==> src/rtl/churn_pkg.sv <==
package churn_pkg;
  localparam int LFSR_W = 32;
  // x^32 + x^22 + x^2 + x + 1, Galois form shifting right
  localparam logic [LFSR_W-1:0] LFSR_TAPS = 32'h8020_0003;
  localparam int ALIGN_BITS = 4;

  function automatic logic [LFSR_W-1:0] lfsr_step(input logic [LFSR_W-1:0] s);
    return s[0] ? ((s >> 1) ^ LFSR_TAPS) : (s >> 1);
  endfunction
endpackage

==> src/rtl/churn_lfsr.sv <==
module churn_lfsr
  import churn_pkg::*;
#(
  parameter logic [LFSR_W-1:0] SEED = 32'h1
) (
  input  logic              clk,
  input  logic              rst,
  output logic [LFSR_W-1:0] state
);
  always_ff @(posedge clk) begin
    if (rst) state <= SEED;
    else     state <= lfsr_step(state);
  end
endmodule

==> src/rtl/churn_timer.sv <==
module churn_timer #(
  parameter int PERIOD = 12_500_000
) (
  input  logic clk,
  input  logic rst,
  input  logic attack,
  output logic fire
);
  localparam int CW = (PERIOD > 2) ? $clog2(PERIOD) : 1;
  localparam logic [CW-1:0] LAST = CW'(PERIOD - 1);

  logic [CW-1:0] cnt;

  assign fire = attack || (cnt == LAST);

  always_ff @(posedge clk) begin
    if (rst)       cnt <= '0;
    else if (fire) cnt <= '0;
    else           cnt <= cnt + 1'b1;
  end
endmodule

==> src/rtl/churn_xlate.sv <==
module churn_xlate #(
  parameter int ADDR_W = 32
) (
  input  logic [ADDR_W-1:0] addr,
  input  logic              write,
  input  logic              code,
  input  logic [ADDR_W-1:0] disp_code,
  input  logic [ADDR_W-1:0] disp_data,
  output logic [ADDR_W-1:0] xaddr
);
  logic [ADDR_W-1:0] sel;
  always_comb begin
    sel   = code ? disp_code : disp_data;
    xaddr = write ? (addr + sel) : (addr - sel);
  end
endmodule

==> src/rtl/churn_addr_unit.sv <==
module churn_addr_unit
  import churn_pkg::*;
#(
  parameter int                ADDR_W    = 32,
  parameter int                KEY_W     = 32,
  parameter int                PERIOD    = 12_500_000,
  parameter logic [LFSR_W-1:0] SEED_CODE = 32'hA5C3_1E07,
  parameter logic [LFSR_W-1:0] SEED_DATA = 32'h3B91_F46D,
  parameter logic [LFSR_W-1:0] SEED_KEY  = 32'h6E2D_8C59
) (
  input  logic              clk,
  input  logic              rst,
  input  logic              req_valid,
  input  logic [ADDR_W-1:0] req_addr,
  input  logic              req_write,
  input  logic              req_code,
  input  logic              attack,
  output logic              out_valid,
  output logic [ADDR_W-1:0] out_addr,
  output logic [KEY_W-1:0]  key_out,
  output logic              churn_pulse
);
  localparam int NGEN = 3;
  localparam logic [ADDR_W-1:0] ALIGN_MASK = {{(ADDR_W-ALIGN_BITS){1'b1}}, {ALIGN_BITS{1'b0}}};

  logic [LFSR_W-1:0] rnd [NGEN];
  logic [ADDR_W-1:0] disp_code, disp_data, xaddr;
  logic              fire;

  for (genvar g = 0; g < NGEN; g++) begin : g_rng
    localparam logic [LFSR_W-1:0] SEED = (g == 0) ? SEED_CODE :
                                         (g == 1) ? SEED_DATA : SEED_KEY;
    churn_lfsr #(.SEED(SEED)) u_lfsr (.clk(clk), .rst(rst), .state(rnd[g]));
  end

  churn_timer #(.PERIOD(PERIOD)) u_timer (
    .clk(clk), .rst(rst), .attack(attack), .fire(fire)
  );

  churn_xlate #(.ADDR_W(ADDR_W)) u_xlate (
    .addr(req_addr), .write(req_write), .code(req_code),
    .disp_code(disp_code), .disp_data(disp_data), .xaddr(xaddr)
  );

  always_ff @(posedge clk) begin
    if (rst) begin
      disp_code   <= '0;
      disp_data   <= '0;
      key_out     <= '0;
      churn_pulse <= 1'b0;
    end else begin
      churn_pulse <= fire;
      if (fire) begin
        disp_code <= rnd[0][ADDR_W-1:0] & ALIGN_MASK;
        disp_data <= rnd[1][ADDR_W-1:0] & ALIGN_MASK;
        key_out   <= rnd[2][KEY_W-1:0];
      end
    end
  end

  always_ff @(posedge clk) begin
    if (rst) begin
      out_valid <= 1'b0;
      out_addr  <= '0;
    end else begin
      out_valid <= req_valid;
      if (req_valid) out_addr <= xaddr;
    end
  end
endmodule

==> config.mk <==
export PLATFORM = sky130hd
export DESIGN_NAME = churn_addr_unit
export DESIGN_NICKNAME = d
export VERILOG_FILES = /design/src/rtl/churn_pkg.sv /design/src/rtl/churn_lfsr.sv /design/src/rtl/churn_timer.sv /design/src/rtl/churn_xlate.sv /design/src/rtl/churn_addr_unit.sv
export SDC_FILE = /design/constraint.sdc
export NUM_CORES = 1
export LEC_CHECK = 0
export BUFFER_PORTS_ARGS = -buffer_cell sky130_fd_sc_hd__buf_2
export CAP_MARGIN = 20
export CORE_ASPECT_RATIO = 1.1
export CORE_MARGIN = 4
export CORE_UTILIZATION = 35
export DETAILED_ROUTE_END_ITERATION = 10
export GPL_ROUTABILITY_DRIVEN = 0
export PLACE_DENSITY = 0.59
export SLEW_MARGIN = 25
export SYNTH_ARGS = -nofsm -noshare
export SYNTH_HDL_FRONTEND = slang
export SYNTH_SLANG_ARGS = --single-unit
==> constraint.sdc <==
create_clock -name clk -period 6 [get_ports clk]
set_input_delay 1.2 -clock clk [delete_from_list [all_inputs] [get_ports clk]]
set_output_delay 1.2 -clock clk [all_outputs]
set_load 0.1 [all_outputs]
==> Word level (Yosys, flattened, before mapping) <==
Index checks and enable logic that the tools add are counted.
Widths: inputs -> output; s select.
{ "totals": {"elab_cells": 30, "inputBits": 38, "regBits": 242, "out_inout_bits": 66} }
{ "op_classes": {"addsub": 3, "n_eq_ne": 1, "muxes": 5, "n_reduce_logical": 4, "bitwise_logic": 5} }
{ "ops": {"columns": ["op", "n"], "rows": [
  ["$mux 32", 3],
  ["$mux 22", 2],
  ["$add 32x32->32", 1],
  ["$sub 32x32->32", 1],
  ["$add 24x1->24 const B", 1],
  ["$eq 24x24->1 const B", 1],
  ["$not 3->4", 3],
  ["$reduce_or 2->1", 3],
  ["$not 1->1", 2],
  ["$logic_or 1x1->1", 1]
]} }

==> Logic depth before layout (Yosys ltp) <==
Gate-level depths: netlist of the first run.
{ "logic_depth": {"depth_word": 3, "mapped_depth": 21, "depth_no_buf": 16} }

==> Modules after synthesis <==
A second synthesis of the first run with hierarchy kept.
{ "hier_totals": {"cells_unflattened": 1168, "hier_area_um2": 11214.5} }
{ "by_module_without_submodules": {"columns": ["module", "cells_each", "area_each_um2", "seq_area_each_um2", "instances"], "rows": [
  ["churn_addr_unit", 393, 4287.9, 2442.3, 1],
  ["churn_xlate", 430, 3101.7, 0.0, 1],
  ["churn_lfsr at g_rng[0].u_lfsr ...", 70, 888.4, 640.6, 2],
  ["churn_timer", 135, 1156.1, 480.5, 1],
  ["churn_lfsr at g_rng[1].u_lfsr", 70, 892.1, 640.6, 1]
]} }

==> Worst setup path before layout of the first run <==
OpenSTA, ideal clock, no wires.
{ "synth_path": {"kind": "in2reg", "from": "input req_code", "to": "register out_addr[30]", "setup_time_ns": 0.119, "stages": 20, "t_arrival_ns": 5.475, "path_buffers": 5, "path_slack_ns": 0.406, "required_time_ns": 5.881, "cell_sequence": "buf_2 > buf_2 > buf_2 > buf_2 > buf_2 > mux2i_1 > ha_1 > o211ai_1 > nor4_1 > nand4_1 > and2_1 > xnor2_1 > ha_1 > a21o_1 > a21oi_1 > nor2b_1 > or4b_1 > a31o_2 > or3_1 > a32o_1"} }
{ "synth_between": {"elab_chain_cells": 3, "word_cells_on_any_way": 4, "classes_between": "add/sub: 2; mux: 2"} }
{ "synth_lines": {"columns": ["item", "line_no", "source"], "rows": [
  ["from (decl)", "churn_addr_unit.sv:16", "input logic req_code,"],
  ["$mux 32 (*)", "churn_xlate.sv:13", "sel = code ? disp_code : disp_data;"],
  ["$sub 32x32->32 / $add 32x32->32 (equally long branches)", "churn_xlate.sv:14", "xaddr = write ? (addr + sel) : (addr - sel);"],
  ["$mux 32 (*)", "churn_xlate.sv:14", null],
  ["to (signal assigned)", "churn_addr_unit.sv:67", "if (req_valid) out_addr <= xaddr;"],
  ["to (decl)", "churn_addr_unit.sv:19", "output logic [ADDR_W-1:0] out_addr,"]
]} }
Mark *: on every way between the ends. The rest lies on a longest branch, timed or not.
A chain may end at the register's enable or synchronous reset.

==> Worst setup path after layout of the first run <==
Same ends and word-level chain as after synthesis.

==> results.cfg, run 1 <==
[routing]
drc = 0
drt_iter0_drc = 503
postRouteWirelength_mm = 25.0
dr.pass1.iters = 5
postRouteAntennaNets = 0
viasPerCell = 5.01
wl_per_cell_um = 14.7
via_count = 8533

[die]
io_pins = 104
core_sq_mm = 0.0297
fp.dieW_um = 174
die_area_sq_mm = 0.0332
die_height_um = 191
floorplan.initialDensity_pct = 35.7
row_count = 66

[clocking]
cts_root_buf = clkbuf_16
cts-resized-gates = 0
cts_buffers = 26
insertion_delay_ps = 530
clk_pin_slew_ps = 60
h-tree-depth = 1
cts_max_path_buffers = 3
post-cts-setup-buffer-count = 0
numClockSinks = 242
ctsHoldBuffers = 0
cts_tree = yes

[power]
clockPowerShare_pct = 36.2
p_sw_share_pct = 32.0
p_int_w = 0.00294
ir_worst_vdd_v = 0.000192
switchingPower_w = 0.00138
p_total_w = 0.00432
seqPwrFrac_pct = 41.4
leakage_nw = 5.07
cellPowerDensity_mw_per_mm2 = 353
share_comb_of_total_power_pct = 22.4

[sta]
relSlewSlack_pct = 36.3
worst_slew_pin_slew_ps = 956
drv_slew = 0
fin_worst_skew_ps = 15.6
setup_tns_ps = 0
period_share_pct = 82.6
rsz0062_at_grt = no
min_period_ps = 4960
hold_viol = 0
fmax_ghz = 0.202
fin_ws_ps = 1040
setup_viol = 0

[layout]
layout-drive-gt1-share_pct = 15.6
postLayoutCellArea_sq_mm = 0.0122
antenna_cells = 0
nets = 1384
syn_to_final_growth_pct = 15.3
final_cells = 1703

[worst_setup_path]
critPathMaxFanout = 23
startpoint = req_code
required_ps = 6430
cp.arrival_ps = 5390
endpoint_kind = flop
start_kind = primary input
r2r-start = disp_data[4]$_SDFFE_PP0P_
crit_type = primary input to flop

[yosys]
syn_nets = 1313
synth_seq_cells = 242
async_flop_share_pct = 0
yosysSeqAreaShare_pct = 45.6
synth_area_per_cell_sq_um = 8.55
syn_inst = 1241
netlist_area_sq_mm = 0.0106
yosys_warnings = 0
synth_edf_count = 0
yosys_most_used_dff = dfxtp_1
synth.distinct_cells = 64

[grt]
grt_antenna_before_repair = 2
overflow = 0
grt_pass1_wl_mm = 41.8
grt_max_degree = 112
grt_pass1_vias = 8224
grt_usage_pct = 14.9

[placement]
dp_cells = 1658
dpl_worst_slack_ps = 585
dp_hpwl_mm = 17.3
placed_cell_area_sq_mm = 0.0114
port_buffers = 103

[status]
outcome = complete, no violations

[hold_path]
min_from = g_rng[1].u_lfsr.state[3]$_SDFF_PP1_
min_path_type = flop to flop

[flow_run]
drv_cap = 0
## logic make-up (layout without fill, tap and decap cells)
group	count (synthesis)	count (layout)	share of synthesized area, %
AOI/OAI and AO/OA	231	231	13.3
xor gates and xnor gates	70	70	5.85
adders and majority gates	34	34	4.08
buffers and inverters	76	164	2.95
DFF	242	242	45.6
muxes	41	41	3.87
and+or+nand+nor	547	547	24.3
## layout by cell type (no fill, tap or decap), types with 6 or more instances in the layout
| cell | n |
|---|---|
| dfxtp_1 | 242 |
| nand2_1 | 221 |
| a21oi_1 | 131 |
| nor2_1 | 106 |
| buf_2 | 102 |
| nor2b_1 | 51 |
| or2_2 | 47 |
| xnor2_1 | 46 |
| mux2i_1 | 41 |
| nor3_1 | 36 |
| ha_1 | 33 |
| clkbuf_16 | 27 |
| o21ai_0 | 24 |
| xor2_1 | 23 |
| nand3_1 | 18 |
| a21o_1 | 14 |
| and3_1 | 12 |
| nand4_1 | 12 |
| or3_1 | 9 |
| inv_1 | 9 |
| nand2b_1 | 8 |
| clkbuf_1 | 8 |
| a31oi_1 | 7 |
| o21a_1 | 7 |
| o31ai_1 | 6 |
| buf_4 | 6 |
## critical path, stage by stage
cell	delay (ps)
buf_2	200
buf_4	310
nor3b_1	290
nand4b_1	250
a2111oi_4	470
and3_1	300
a21oi_1	110
xnor2_1	160
ha_1	400
a21oi_1	390
or4b_1	470
a31o_2	250
or3_1	340
a32o_1	240
## per-layer routing
layer,part of all wire (%),global-route usage [%],routed length [um]
met2,47,25.7,11900
met1,46,19.0,11400
met3,4.6,3.05,1160
met5,0.084,0,21
met4,2.3,3.93,568
## flip-flops by register name, indices dropped and copies added (netlist names)
signal / cells
out_valid: 1
out_addr: 32
disp_code: 28
u_timer.cnt: 24
churn_pulse: 1
disp_data: 28
g_rng.u_lfsr.state: 96
key_out: 32
## final timing paths
kind / end / slack, ps / cells past startpoint
setup / recovery: out_addr[30]$_SDFFE_PP0P_ / 1040 / 14
hold reg to reg: g_rng[1].u_lfsr.state[2]$_SDFF_PP1_ / 400 / 1
hold / removal: g_rng[1].u_lfsr.state[2]$_SDFF_PP1_ / 400 / 1
setup reg to reg: out_addr[30]$_SDFFE_PP0P_ / 1720 / 14
## synthesized netlist by cell type, types with 4 or more instances
library cell / instances / area [sq um]
nand3_1: 18 / 90.1
nor2_1: 106 / 398
and3_1: 12 / 75.1
a31oi_1: 7 / 43.8
or3_1: 9 / 56.3
a31o_2: 4 / 35.0
a211oi_1: 4 / 30.0
nand4_1: 12 / 75.1
mux2i_1: 41 / 410
o211ai_1: 4 / 30.0
o21a_1: 7 / 52.6
or2_2: 47 / 294
nor4_1: 4 / 25.0
a21o_1: 14 / 105
buf_2: 16 / 80.1
inv_1: 9 / 33.8
xor2_1: 23 / 201
o31ai_1: 6 / 45.0
and2_1: 5 / 31.3
xnor2_1: 46 / 403
ha_1: 33 / 413
nand2_1: 221 / 830
nor3_1: 36 / 180
nor2b_1: 51 / 319
dfxtp_1: 242 / 4840
a21oi_1: 131 / 656
nand2b_1: 8 / 50.1
o21ai_0: 24 / 120
clkbuf_1: 47 / 176
## through the flow
step | hold slack, ps | utilization [%]
after global placement | 394 | 38.3
after global routing | 411 | 41.2
after detailed placement | 394 | 38.3
final | 396 | 41.2
after floorplan | 389 | -
after CTS | 392 | 41.1
## cell type report
class	count	area, sq um
repair buffers	110	578
clock inverters	8	98.8
clock buffers	37	733
inverters	9	33.8
fillers	3024	17500
well taps	374	468
flip-flops and latches	242	4840
multi-input cells	923	5480
## power groups by stage
stage	registers (W)	logic (W)	clock network [W]
2_1_floorplan	0.00211	0.000480	0
3_3_place_gp	0.00182	0.000958	0
3_5_place_dp	0.00182	0.000965	0
4_1_cts	0.00179	0.000970	0.00161
5_1_grt	0.00180	0.00105	0.00168
6_report	0.00179	0.000966	0.00156
(Power assumes the default switching activity.)
==> inputs of run 2 (changes only) <==
--- a/config.mk
+++ b/config.mk
@@ -12,7 +12,7 @@
 export CORE_UTILIZATION = 35
 export DETAILED_ROUTE_END_ITERATION = 10
 export GPL_ROUTABILITY_DRIVEN = 0
-export PLACE_DENSITY = 0.59
+export PLACE_DENSITY = 0.61
 export SLEW_MARGIN = 25
 export SYNTH_ARGS = -nofsm -noshare
 export SYNTH_HDL_FRONTEND = slang
==> constraint.sdc (replaced) <==
create_clock -name clk -period 4.4 [get_ports clk]
set_input_delay 0.88 -clock clk [delete_from_list [all_inputs] [get_ports clk]]
set_output_delay 0.88 -clock clk [all_outputs]
set_load 0.1 [all_outputs]
==> run 2 against run 1 <==
  * Register-to-register slack got worse by 1200 ps
  * Clock-buffer cell count decreased by 1
  * Die area unchanged
  * Sequential share of layout area decreased by 1.0 points
  * Routed wire length decreased by 5.2%
  * Critical path type unchanged
  * Largest cell class unchanged
  * Largest power group unchanged
==> results.cfg, run 2 (synthesis results as in run 1) <==
[power]
p_total_w = 0.00589
ir_worst_vdd_v = 0.000334
leakage_nw = 5.28
cellPowerDensity_mw_per_mm2 = 469

[worst_setup_path]
crit_slowest_cell = or4b_1
cp.arrival_ps = 4460
start_kind = primary input
cp_num_buf_inv = 2
endpoint_kind = flop
crit_type = primary input to flop
slowest_delay_ps = 470
critical_path.top_delay_family = simple AND/OR/NAND/NOR gates
cp_common_cell = nor2_1
path_cells = buf_2 -> mux2i_1 -> ha_2 -> o211ai_1 -> nor4_1 -> buf_4 -> nand4_1 -> nor2_1 -> nor2_1 -> xnor2_1 -> ha_1 -> a21oi_1 -> nor2b_1 -> or4b_1 -> a31o_2 -> or3_1 -> a32o_1
critPathMaxFanout = 7
required_ps = 4820

[clocking]
post-cts-setup-buffer-count = 0
numClockSinks = 242
cts_buffers = 26
ctsHoldBuffers = 0
cts_root_buf = clkbuf_16
insertion_delay_ps = 530
cts-resized-gates = 0
cts_tree = yes
clk_pin_slew_ps = 60
h-tree-depth = 1
cts_max_path_buffers = 3

[routing]
postRouteWirelength_mm = 23.8
postRouteAntennaNets = 0
via_count = 8614
wl_met2_mm = 10.5
dr.pass1.iters = 5
wl_met3_mm = 1.04
drc = 0
viasPerCell = 4.94
top_layer_used = met4
wl_per_cell_um = 13.6
drt_iter0_drc = 518
met1_length_mm = 11.6

[die]
die_height_um = 191
floorplan.initialDensity_pct = 35.7
io_pins = 104
core_sq_mm = 0.0297
fp.dieW_um = 174
die_area_sq_mm = 0.0332
row_count = 66

[layout]
nets = 1425
layout_commonest_cell = dfxtp_1
layout-drive-gt1-share_pct = 18.6
top_regs = g_rng.u_lfsr.state x96, key_out x32, out_addr x32
nFillCells = 2988
syn_to_final_growth_pct = 18.3
largest_register_ffs = 96
antenna_cells = 0
multiInputGateArea_sq_mm = 0.00549
regMostFlops = g_rng.u_lfsr.state
regArea_sq_mm = 0.00484
layout_common_cells = 242 x dfxtp_1, 221 x nand2_1, 130 x a21oi_1

[grt]
grt_max_degree = 114
grt_pass1_wl_mm = 40.3
overflow = 0
grt_antenna_before_repair = 1
grt_usage_pct = 14.0
grt_pass1_vias = 8357

[sta]
min_period_ps = 4040
worst_slew_pin_slew_ps = 971
hold_viol = 0
rsz0062_at_grt = no
period_share_pct = 91.8
setup_viol = 0
fin_ws_ps = 362
drv_slew = 0
setup_tns_ps = 0
fmax_ghz = 0.248
hold_ws_ps = 419
relSlewSlack_pct = 35.3
fin_worst_skew_ps = 12.2

[status]
outcome = complete, no violations

[placement]
port_buffers = 103
dp_hpwl_mm = 16.4
dpl_worst_slack_ps = -204

[flow_run]
drv_cap = 0

[hold_path]
min_path_type = flop to flop
run 2: worst register-to-register path: cells and delay by family (launching register included):
kind | cells | cell delay, ps
compound gates | 5 | 1250
xor+xnor | 1 | 160
fa+ha+maj | 1 | 270
flops | 1 | 350
simple gates | 7 | 1780
run 2: worst paths after layout:
path	cells past startpoint	slack [ps]	start	end
worst max-delay path	17	360	req_code	out_addr[30]$_SDFFE_PP0P_
worst min-delay path	1	420	g_rng[1].u_lfsr.state[3]$_SDFF_PP1_	g_rng[1].u_lfsr.state[2]$_SDFF_PP1_
worst max register to register	14	500	disp_data[4]$_SDFFE_PP0P_	out_addr[30]$_SDFFE_PP0P_
worst min register to register	1	420	g_rng[1].u_lfsr.state[3]$_SDFF_PP1_	g_rng[1].u_lfsr.state[2]$_SDFF_PP1_
run 2: cell type report:
class | count | area share, %
sequential | 242 | 38.6
multi-input combinational | 923 | 43.7
tap | 374 | 3.73
timing repair buffer | 151 | 7.12
clock buffer | 36 | 5.88
clock inverter | 10 | 0.727
inverter | 9 | 0.269
run 2: where the power goes:
group,internal [W],total [W],switching (W)
Combinational,0.000438,0.00136,0.000922
Clock,0.00123,0.00209,0.000864
Sequential,0.00234,0.00244,0.0000936
run 2: metal layers:
layer  vias up  GRT usage [%]
met5         -              0
met4         0           3.23
met3        43           2.40
met2       189           23.1
met1      3934           19.2
li1       4448              -
run 2: metrics by stage:
step / utilization [%] / instance area [sq um] / std cells
after global routing: 42.2 / 12600 / 1745
after floorplan: - / 10700 / 1241
after CTS: 42.2 / 12600 / 1745
after detailed placement: 39.4 / 11700 / 1699
final: 42.2 / 12600 / 1745
after global placement: 39.4 / 11700 / 1699
